## src/rtl/lcd_frame_seq.sv

```systemverilog
module lcd_frame_seq #(
  parameter int AW = 32,
  parameter int DW = 11,
  parameter int LW = 10,
  parameter logic [AW-1:0] VALID_BASE  = 32'h1000_0000,
  parameter logic [AW-1:0] VALID_LIMIT = 32'h1FFF_FFFF
) (
  input  logic          clk,
  input  logic          rst_n,
  input  logic          cfg_enable,
  input  logic [1:0]    load_mode,
  input  logic          tft,
  input  logic [DW-1:0] width,
  input  logic [DW-1:0] height,
  input  logic [31:0]   subpanel,
  input  logic          dual,
  input  logic [AW-1:0] b0_top,
  input  logic [AW-1:0] b0_bot,
  input  logic [AW-1:0] b1_top,
  input  logic [AW-1:0] b1_bot,
  input  logic [1:0]    dma_mask,
  input  logic          frame_start,
  input  logic          hdr_valid,
  input  logic [15:0]   hdr_word,
  output logic          hdr_req,
  output logic [AW-1:0] hdr_addr,
  output logic          panel_on,
  output logic          buf_idle,
  output logic          buf_idx,
  output logic          fetch_go,
  output logic [AW-1:0] fetch_addr,
  output logic [DW:0]   line_step,
  output logic [2:0]    pix_fmt,
  output logic [LW-1:0] first_line,
  output logic [DW-1:0] line_cnt,
  output logic          pal_done_p,
  output logic          frame_done_p,
  output logic          sync_err_p,
  output logic [2:0]    dma_cond_p,
  output logic          dma_irq_p
);
  localparam int NW = 2*DW + 2;
  localparam int RW = AW + 2;

  typedef enum logic [2:0] {S_IDLE, S_CHECK, S_PAL, S_DECODE, S_SIZE} state_t;
  state_t state;

  logic          en_q, pal_loaded, in_frame;
  logic [2:0]    code;
  logic [NW-1:0] need;
  logic [AW-1:0] off_r;
  logic [DW:0]   step_r;
  logic [2:0]    fmt_r;

  logic en_rise, en_fall;
  assign en_rise = cfg_enable & ~en_q;
  assign en_fall = ~cfg_enable & en_q;

  function automatic logic in_win(input logic [AW-1:0] a);
    return (a >= VALID_BASE) && (a <= VALID_LIMIT);
  endfunction

  logic addr_good;
  assign addr_good = in_win(b0_top) && in_win(b0_bot) &&
                     (!dual || (in_win(b1_top) && in_win(b1_bot)));

  logic [AW-1:0] cur_top, cur_bot;
  assign cur_top  = buf_idx ? b1_top : b0_top;
  assign cur_bot  = buf_idx ? b1_bot : b0_bot;
  assign hdr_req  = (state == S_PAL);
  assign hdr_addr = cur_top;

  logic [2*DW-1:0] pix;
  assign pix = {{DW{1'b0}}, width} * {{DW{1'b0}}, height};

  logic [NW-1:0] bytes_c, off_c;
  logic [DW:0]   step_c;
  logic [2:0]    fmt_c;
  always_comb begin
    case (code)
      3'd1:    begin bytes_c = {2'b00, pix} >> 2; step_c = {1'b0, width} >> 2; fmt_c = 3'd1; end
      3'd2:    begin bytes_c = {2'b00, pix} >> 1; step_c = {1'b0, width} >> 1; fmt_c = 3'd2; end
      3'd3:    begin bytes_c = {2'b00, pix};      step_c = {1'b0, width};      fmt_c = 3'd3; end
      default: begin bytes_c = {1'b0, pix, 1'b0}; step_c = {width, 1'b0};      fmt_c = tft ? 3'd5 : 3'd4; end
    endcase
    if (load_mode == 2'd2)  off_c = '0;
    else if (code >= 3'd3)  off_c = NW'(12'h200);
    else                    off_c = NW'(12'h020);
  end

  logic signed [RW-1:0] room_c, need_x;
  assign room_c = $signed({2'b00, cur_bot} - {2'b00, cur_top} + RW'(2));
  assign need_x = $signed({{(RW-NW){1'b0}}, need});

  logic [LW-1:0] sp_lines;
  logic          sp_on, sp_first;
  assign sp_lines = subpanel[16 +: LW];
  assign sp_on    = subpanel[31];
  assign sp_first = subpanel[29];

  logic unused_bits;
  assign unused_bits = ^{hdr_word[15], hdr_word[11:0], subpanel[30], subpanel[28:16+LW], subpanel[15:0]};

  always_ff @(posedge clk or negedge rst_n) begin
    if (!rst_n) begin
      state <= S_IDLE;
      en_q <= 1'b0;
      panel_on <= 1'b0;
      buf_idle <= 1'b1;
      buf_idx <= 1'b0;
      pal_loaded <= 1'b0;
      in_frame <= 1'b0;
      code <= '0;
      need <= '0;
      off_r <= '0;
      step_r <= '0;
      fmt_r <= '0;
      fetch_go <= 1'b0;
      fetch_addr <= '0;
      line_step <= '0;
      pix_fmt <= '0;
      first_line <= '0;
      line_cnt <= '0;
      pal_done_p <= 1'b0;
      frame_done_p <= 1'b0;
      sync_err_p <= 1'b0;
      dma_cond_p <= '0;
      dma_irq_p <= 1'b0;
    end else begin
      en_q <= cfg_enable;
      fetch_go <= 1'b0;
      pal_done_p <= 1'b0;
      frame_done_p <= 1'b0;
      sync_err_p <= 1'b0;
      dma_cond_p <= '0;
      dma_irq_p <= 1'b0;
      if (en_fall) begin
        panel_on <= 1'b0;
        buf_idle <= 1'b1;
        buf_idx <= 1'b0;
        in_frame <= 1'b0;
        frame_done_p <= (load_mode != 2'd1);
        state <= S_IDLE;
      end else if (en_rise) begin
        state <= S_CHECK;
      end else begin
        case (state)
          S_IDLE:
            if (panel_on && frame_start && load_mode != 2'd1) begin
              in_frame <= 1'b1;
              state <= (load_mode == 2'd2) ? S_DECODE : S_PAL;
            end
          S_CHECK:
            if (!addr_good) begin
              dma_cond_p <= 3'b100;
              dma_irq_p <= dma_mask[1];
              state <= S_IDLE;
            end else begin
              panel_on <= 1'b1;
              buf_idle <= 1'b0;
              buf_idx <= 1'b0;
              pal_loaded <= 1'b0;
              in_frame <= 1'b0;
              state <= (load_mode == 2'd2) ? S_IDLE : S_PAL;
            end
          S_PAL:
            if (hdr_valid) begin
              code <= hdr_word[14:12];
              if (!pal_loaded) begin
                pal_done_p <= 1'b1;
                pal_loaded <= 1'b1;
              end
              state <= in_frame ? S_DECODE : S_IDLE;
            end
          S_DECODE:
            if (code == 3'd0) begin
              in_frame <= 1'b0;
              state <= S_IDLE;
            end else begin
              need <= bytes_c + off_c;
              off_r <= AW'(off_c);
              step_r <= step_c;
              fmt_r <= fmt_c;
              state <= S_SIZE;
            end
          S_SIZE: begin
            in_frame <= 1'b0;
            state <= S_IDLE;
            if (need_x > room_c) begin
              sync_err_p <= 1'b1;
              panel_on <= 1'b0;
            end else begin
              fetch_go <= 1'b1;
              fetch_addr <= cur_top + off_r;
              line_step <= step_r;
              pix_fmt <= fmt_r;
              first_line <= (sp_on && sp_first) ? sp_lines : '0;
              line_cnt <= (sp_on && !sp_first) ? DW'(sp_lines) : height;
              dma_cond_p <= buf_idx ? 3'b010 : 3'b001;
              dma_irq_p <= dma_mask[0];
              if (dual) buf_idx <= ~buf_idx;
            end
          end
          default: state <= S_IDLE;
        endcase
      end
    end
  end
endmodule

```

## config.mk

```make
export PLATFORM = sky130hd
export DESIGN_NAME = lcd_frame_seq
export DESIGN_NICKNAME = d
export VERILOG_FILES = /design/src/rtl/lcd_frame_seq.sv
export SDC_FILE = /design/constraint.sdc
export NUM_CORES = 1
export LEC_CHECK = 0
export CAP_MARGIN = 20
export CORE_ASPECT_RATIO = 1.5
export CORE_MARGIN = 8
export CORE_UTILIZATION = 60
export CTS_CLUSTER_DIAMETER = 100
export DETAILED_ROUTE_END_ITERATION = 16
export DONT_BUFFER_PORTS = 1
export MAX_ROUTING_LAYER = met4
export PLACE_DENSITY_LB_ADDON = 0.15
export SLEW_MARGIN = 10
export SYNTH_ARGS = -nofsm -noshare
export SYNTH_HDL_FRONTEND = slang
export SYNTH_SLANG_ARGS = --single-unit
```

## constraint.sdc

```tcl
create_clock -name clk -period 7.1 [get_ports clk]
set_clock_uncertainty 0.2 [all_clocks]
set_input_delay 1.42 -clock clk [delete_from_list [all_inputs] [get_ports clk]]
set_output_delay 1.42 -clock clk [all_outputs]
set_load 0.01 [all_outputs]
```

==> flow_metrics.env <==
export IMPL_status="finished, final reports clean"
export IMPL_synthArstFlopShare=1.00
export IMPL_htreeDepth=4
export IMPL_netlist_top_cell_by_area="dfrtp_1"
export IMPL_root_buffer="clkbuf_16"
export IMPL_placed_area_sq_um=16900
export IMPL_cts_made_buffers=17
export IMPL_maxCapViolCount=0
export IMPL_num_vias=13500
export IMPL_syn_to_final_growth_pct=12.3
export IMPL_dp_hpwl_mm=38.8
export IMPL_viasPerCell=6.14
export IMPL_crit_end="need[21]$_DFFE_PN0P_"
export IMPL_wire_per_inst_um=21.5
export IMPL_postLayoutSetupSlackWorst_ps=232
export IMPL_cts_tree="yes"
export IMPL_hold_depth=1
export IMPL_drt_iter0_markers=521
export IMPL_drc=0
export IMPL_cp_startpoint="width[3]"
export IMPL_first_pass_iters=5
export IMPL_grt_ovfl_total=0
export IMPL_dp_worst_setup_slack_ps=-229
export IMPL_cts_sinks=129
export IMPL_clk_latency_ps=440
export IMPL_slew_violations=0
export IMPL_fin_crit_sh=0.967
export IMPL_synth_area_leaders="dfrtp_1 (21%), fa_1 (10%), ha_1 (10%)"
export IMPL_synth_most_common_cell="nand2_1"
export IMPL_rr_worst_depth=27
export IMPL_slew_headroom=0.330
export IMPL_die_w_um=148
export IMPL_synthesis_area_sq_um=15600
export IMPL_r2r_slack_ps=550
export IMPL_p_seq_frac=0.166
export IMPL_drtAntennaViolNets=0
export IMPL_yosysSeqAreaShare=0.207
export IMPL_start_kind="input port"
export IMPL_grt_max_degree=130
export IMPL_hold_viol=0
export IMPL_final_core_util=0.683
export IMPL_cp_end_kind="flop"
export IMPL_rsz0062_at_grt="true"
export IMPL_switching_power_mw=3.33
export IMPL_synth_ff_type="dfrtp_1"
export IMPL_synth_compound_gate_area_share=0.158
export IMPL_fmax_ghz=0.146
export IMPL_grt_antenna_before_repair=4
export IMPL_combPwrFrac=0.715
export IMPL_cts_hold_buf=0
export IMPL_rr_startpoint="buf_idx$_DFFE_PN0P_"
export IMPL_yosys_area_share_simple=0.184
export IMPL_ys_warn_count=0
export IMPL_place_gp_congestion=0.921
export IMPL_min_path_type="reg -> reg"
export IMPL_p_clk_frac=0.119
export IMPL_nets=2257
export IMPL_fin_setup_tns_ps=0
export IMPL_min_period_ps=6870
export IMPL_ys_types=95
export IMPL_grt_pass1_wl_mm=74.4
export IMPL_final_area_sq_um=17500
export IMPL_ys_ff_latch=129
export IMPL_p_per_area_nw_per_um2=422
export IMPL_synth_top_area_frac=0.205
export IMPL_critPathMaxFanout=15
export IMPL_start_util=0.608
export IMPL_crit_required_ps=7210
export IMPL_worst_pin_slew_ps=1000
export IMPL_synth_edf_count=0
export IMPL_row_count=72
export IMPL_critPathKind="in -> reg"
export IMPL_routed_wl_mm=47.1
export IMPL_synth_top_family_by_area="adder cells"
export IMPL_nFillCells=2157
export IMPL_regToRegEndpoint="fetch_addr[15]$_DFFE_PN0P_"
export IMPL_clock_path_buffers=2
export IMPL_track_usage=0.308
export IMPL_leakage_nw=8.15
export IMPL_syn_inst=1774
export IMPL_synth_xor_xnor_area_share=0.0538
export IMPL_p_total_mw=7.39
export IMPL_chipHeight_um=214
export IMPL_sw_frac_of_total=0.450
export IMPL_avgSynthCellArea_sq_um=8.80
export IMPL_path_clk_slew_ps=70
export IMPL_die_area_sq_um=31500
export IMPL_yosys_top_cells_count="nand2_1 (195), inv_1 (160), dfrtp_1 (128), ha_1 (126), nor2_1 (93)"
export IMPL_pin_count=321
export IMPL_io_buffers=0
export IMPL_grt_pass1_vias=14000
export IMPL_coreArea_sq_um=25700
export IMPL_synthMuxAreaShare=0.125
export IMPL_setup_viol=0
export IMPL_yosys_area_share_adder=0.205
export IMPL_cp_arrival_ps=6980
export IMPL_p_int_mw=4.06
export IMPL_drive_above_1_share=0.197
export IMPL_ir_worst_vdd_uv=286
export IMPL_synthesis_nets=2190
## final cells by class
class                           instances  area [sq um]  share of cell area
Timing Repair Buffer                  133          1060              0.0605
Sequential cell                       129          3230               0.184
Clock inverter                         14           136             0.00778
Inverter                              160           601              0.0343
Multi-Input combinational cell       1400         11600               0.664
Tap cell                              333           417              0.0238
Clock buffer                           18           439              0.0251
Antenna cell                            4          10.0            0.000571
## registers in the layout, summed over array words and instances (netlist names), 2 cells and up
signal,count
code,3
dma_cond_p,3
fetch_addr,32
first_line,10
fmt_r,3
line_cnt,11
line_step,12
need,24
off_r,2
pix_fmt,3
state,3
step_r,12
## worst min path at each step
stage / start / endpoint / slack, ps
after global placement: pal_loaded$_DFFE_PN0P_ / pal_done_p$_DFF_PN0_ / 210
after floorplan: pal_loaded$_DFFE_PN0P_ / pal_done_p$_DFF_PN0_ / 200
after global routing: pal_loaded$_DFFE_PN0P_ / pal_done_p$_DFF_PN0_ / 250
after CTS: pal_loaded$_DFFE_PN0P_ / pal_done_p$_DFF_PN0_ / 230
after detailed placement: pal_loaded$_DFFE_PN0P_ / pal_done_p$_DFF_PN0_ / 220
final: pal_loaded$_DFFE_PN0P_ / pal_done_p$_DFF_PN0_ / 230
## timing repair
| action | CTS | global route |
|---|---|---|
| setup endpoints to repair | 0 | 59 |
| setup buffers | 0 | 1 |
| resized for setup | 0 | 11 |
## power by group through the flow
| stage | registers, mW | clock network [mW] | logic, mW |
|---|---|---|---|
| floorplan | 1.14 | 0 | 3.61 |
| global placement | 1.23 | 0 | 4.99 |
| detailed placement | 1.24 | 0 | 5.11 |
| CTS | 1.23 | 0.890 | 5.15 |
| global route | 1.25 | 0.915 | 5.85 |
| finish | 1.22 | 0.882 | 5.29 |
## kinds of logic after synthesis
kind of cell               Yosys count
xor gates and xnor gates            95
AOI/OAI and AO/OA                  371
muxes                              159
DFF                                129
buffers and inverters              245
and+or+nand+nor                    568
adders and majority gates          207
## metal layers
layer,global-route usage,part of all wire,vias up
met5,-,0,-
met4,0.196,0.068,0
met3,0.0602,0.060,158
met2,0.588,0.54,494
met1,0.272,0.33,6492
li1,-,-,6317
## worst max-delay path: stages
cell	delay, ps
and2_1	170
fa_1	500
fa_1	530
fa_1	530
fa_1	500
ha_1	350
ha_4	250
a21o_1	170
a21o_1	180
a21o_1	210
a311oi_2	280
nor3_1	120
or4_1	560
nand3_2	110
a221oi_2	70
and4b_1	310
nand2_1	90
or3_4	390
xnor2_1	160
o21ai_1	70
## through the flow
step	cells	hold slack (ps)
global route	2191	249
global placement	2154	213
CTS	2186	226
floorplan	1774	203
detailed placement	2154	218
finish	2191	225
## placed cells by master, fill, tap and decap left out, types with 17 or more instances in the layout
cell type and n:
o21ai_0 76, mux2i_1 45, nor2_1 92, nand4_1 18, ha_1 120, mux2_4 58
fa_1 75, mux2_2 56, a21o_1 32, buf_4 128, xor2_1 34, dfrtp_1 127
a21oi_1 82, nor2b_1 22, nand2_1 188, and2_1 74, nor3_1 32, xnor2_1 59
inv_1 155, a211oi_1 19, nand3_1 47, clkbuf_16 17
(Power assumes the default switching activity.)
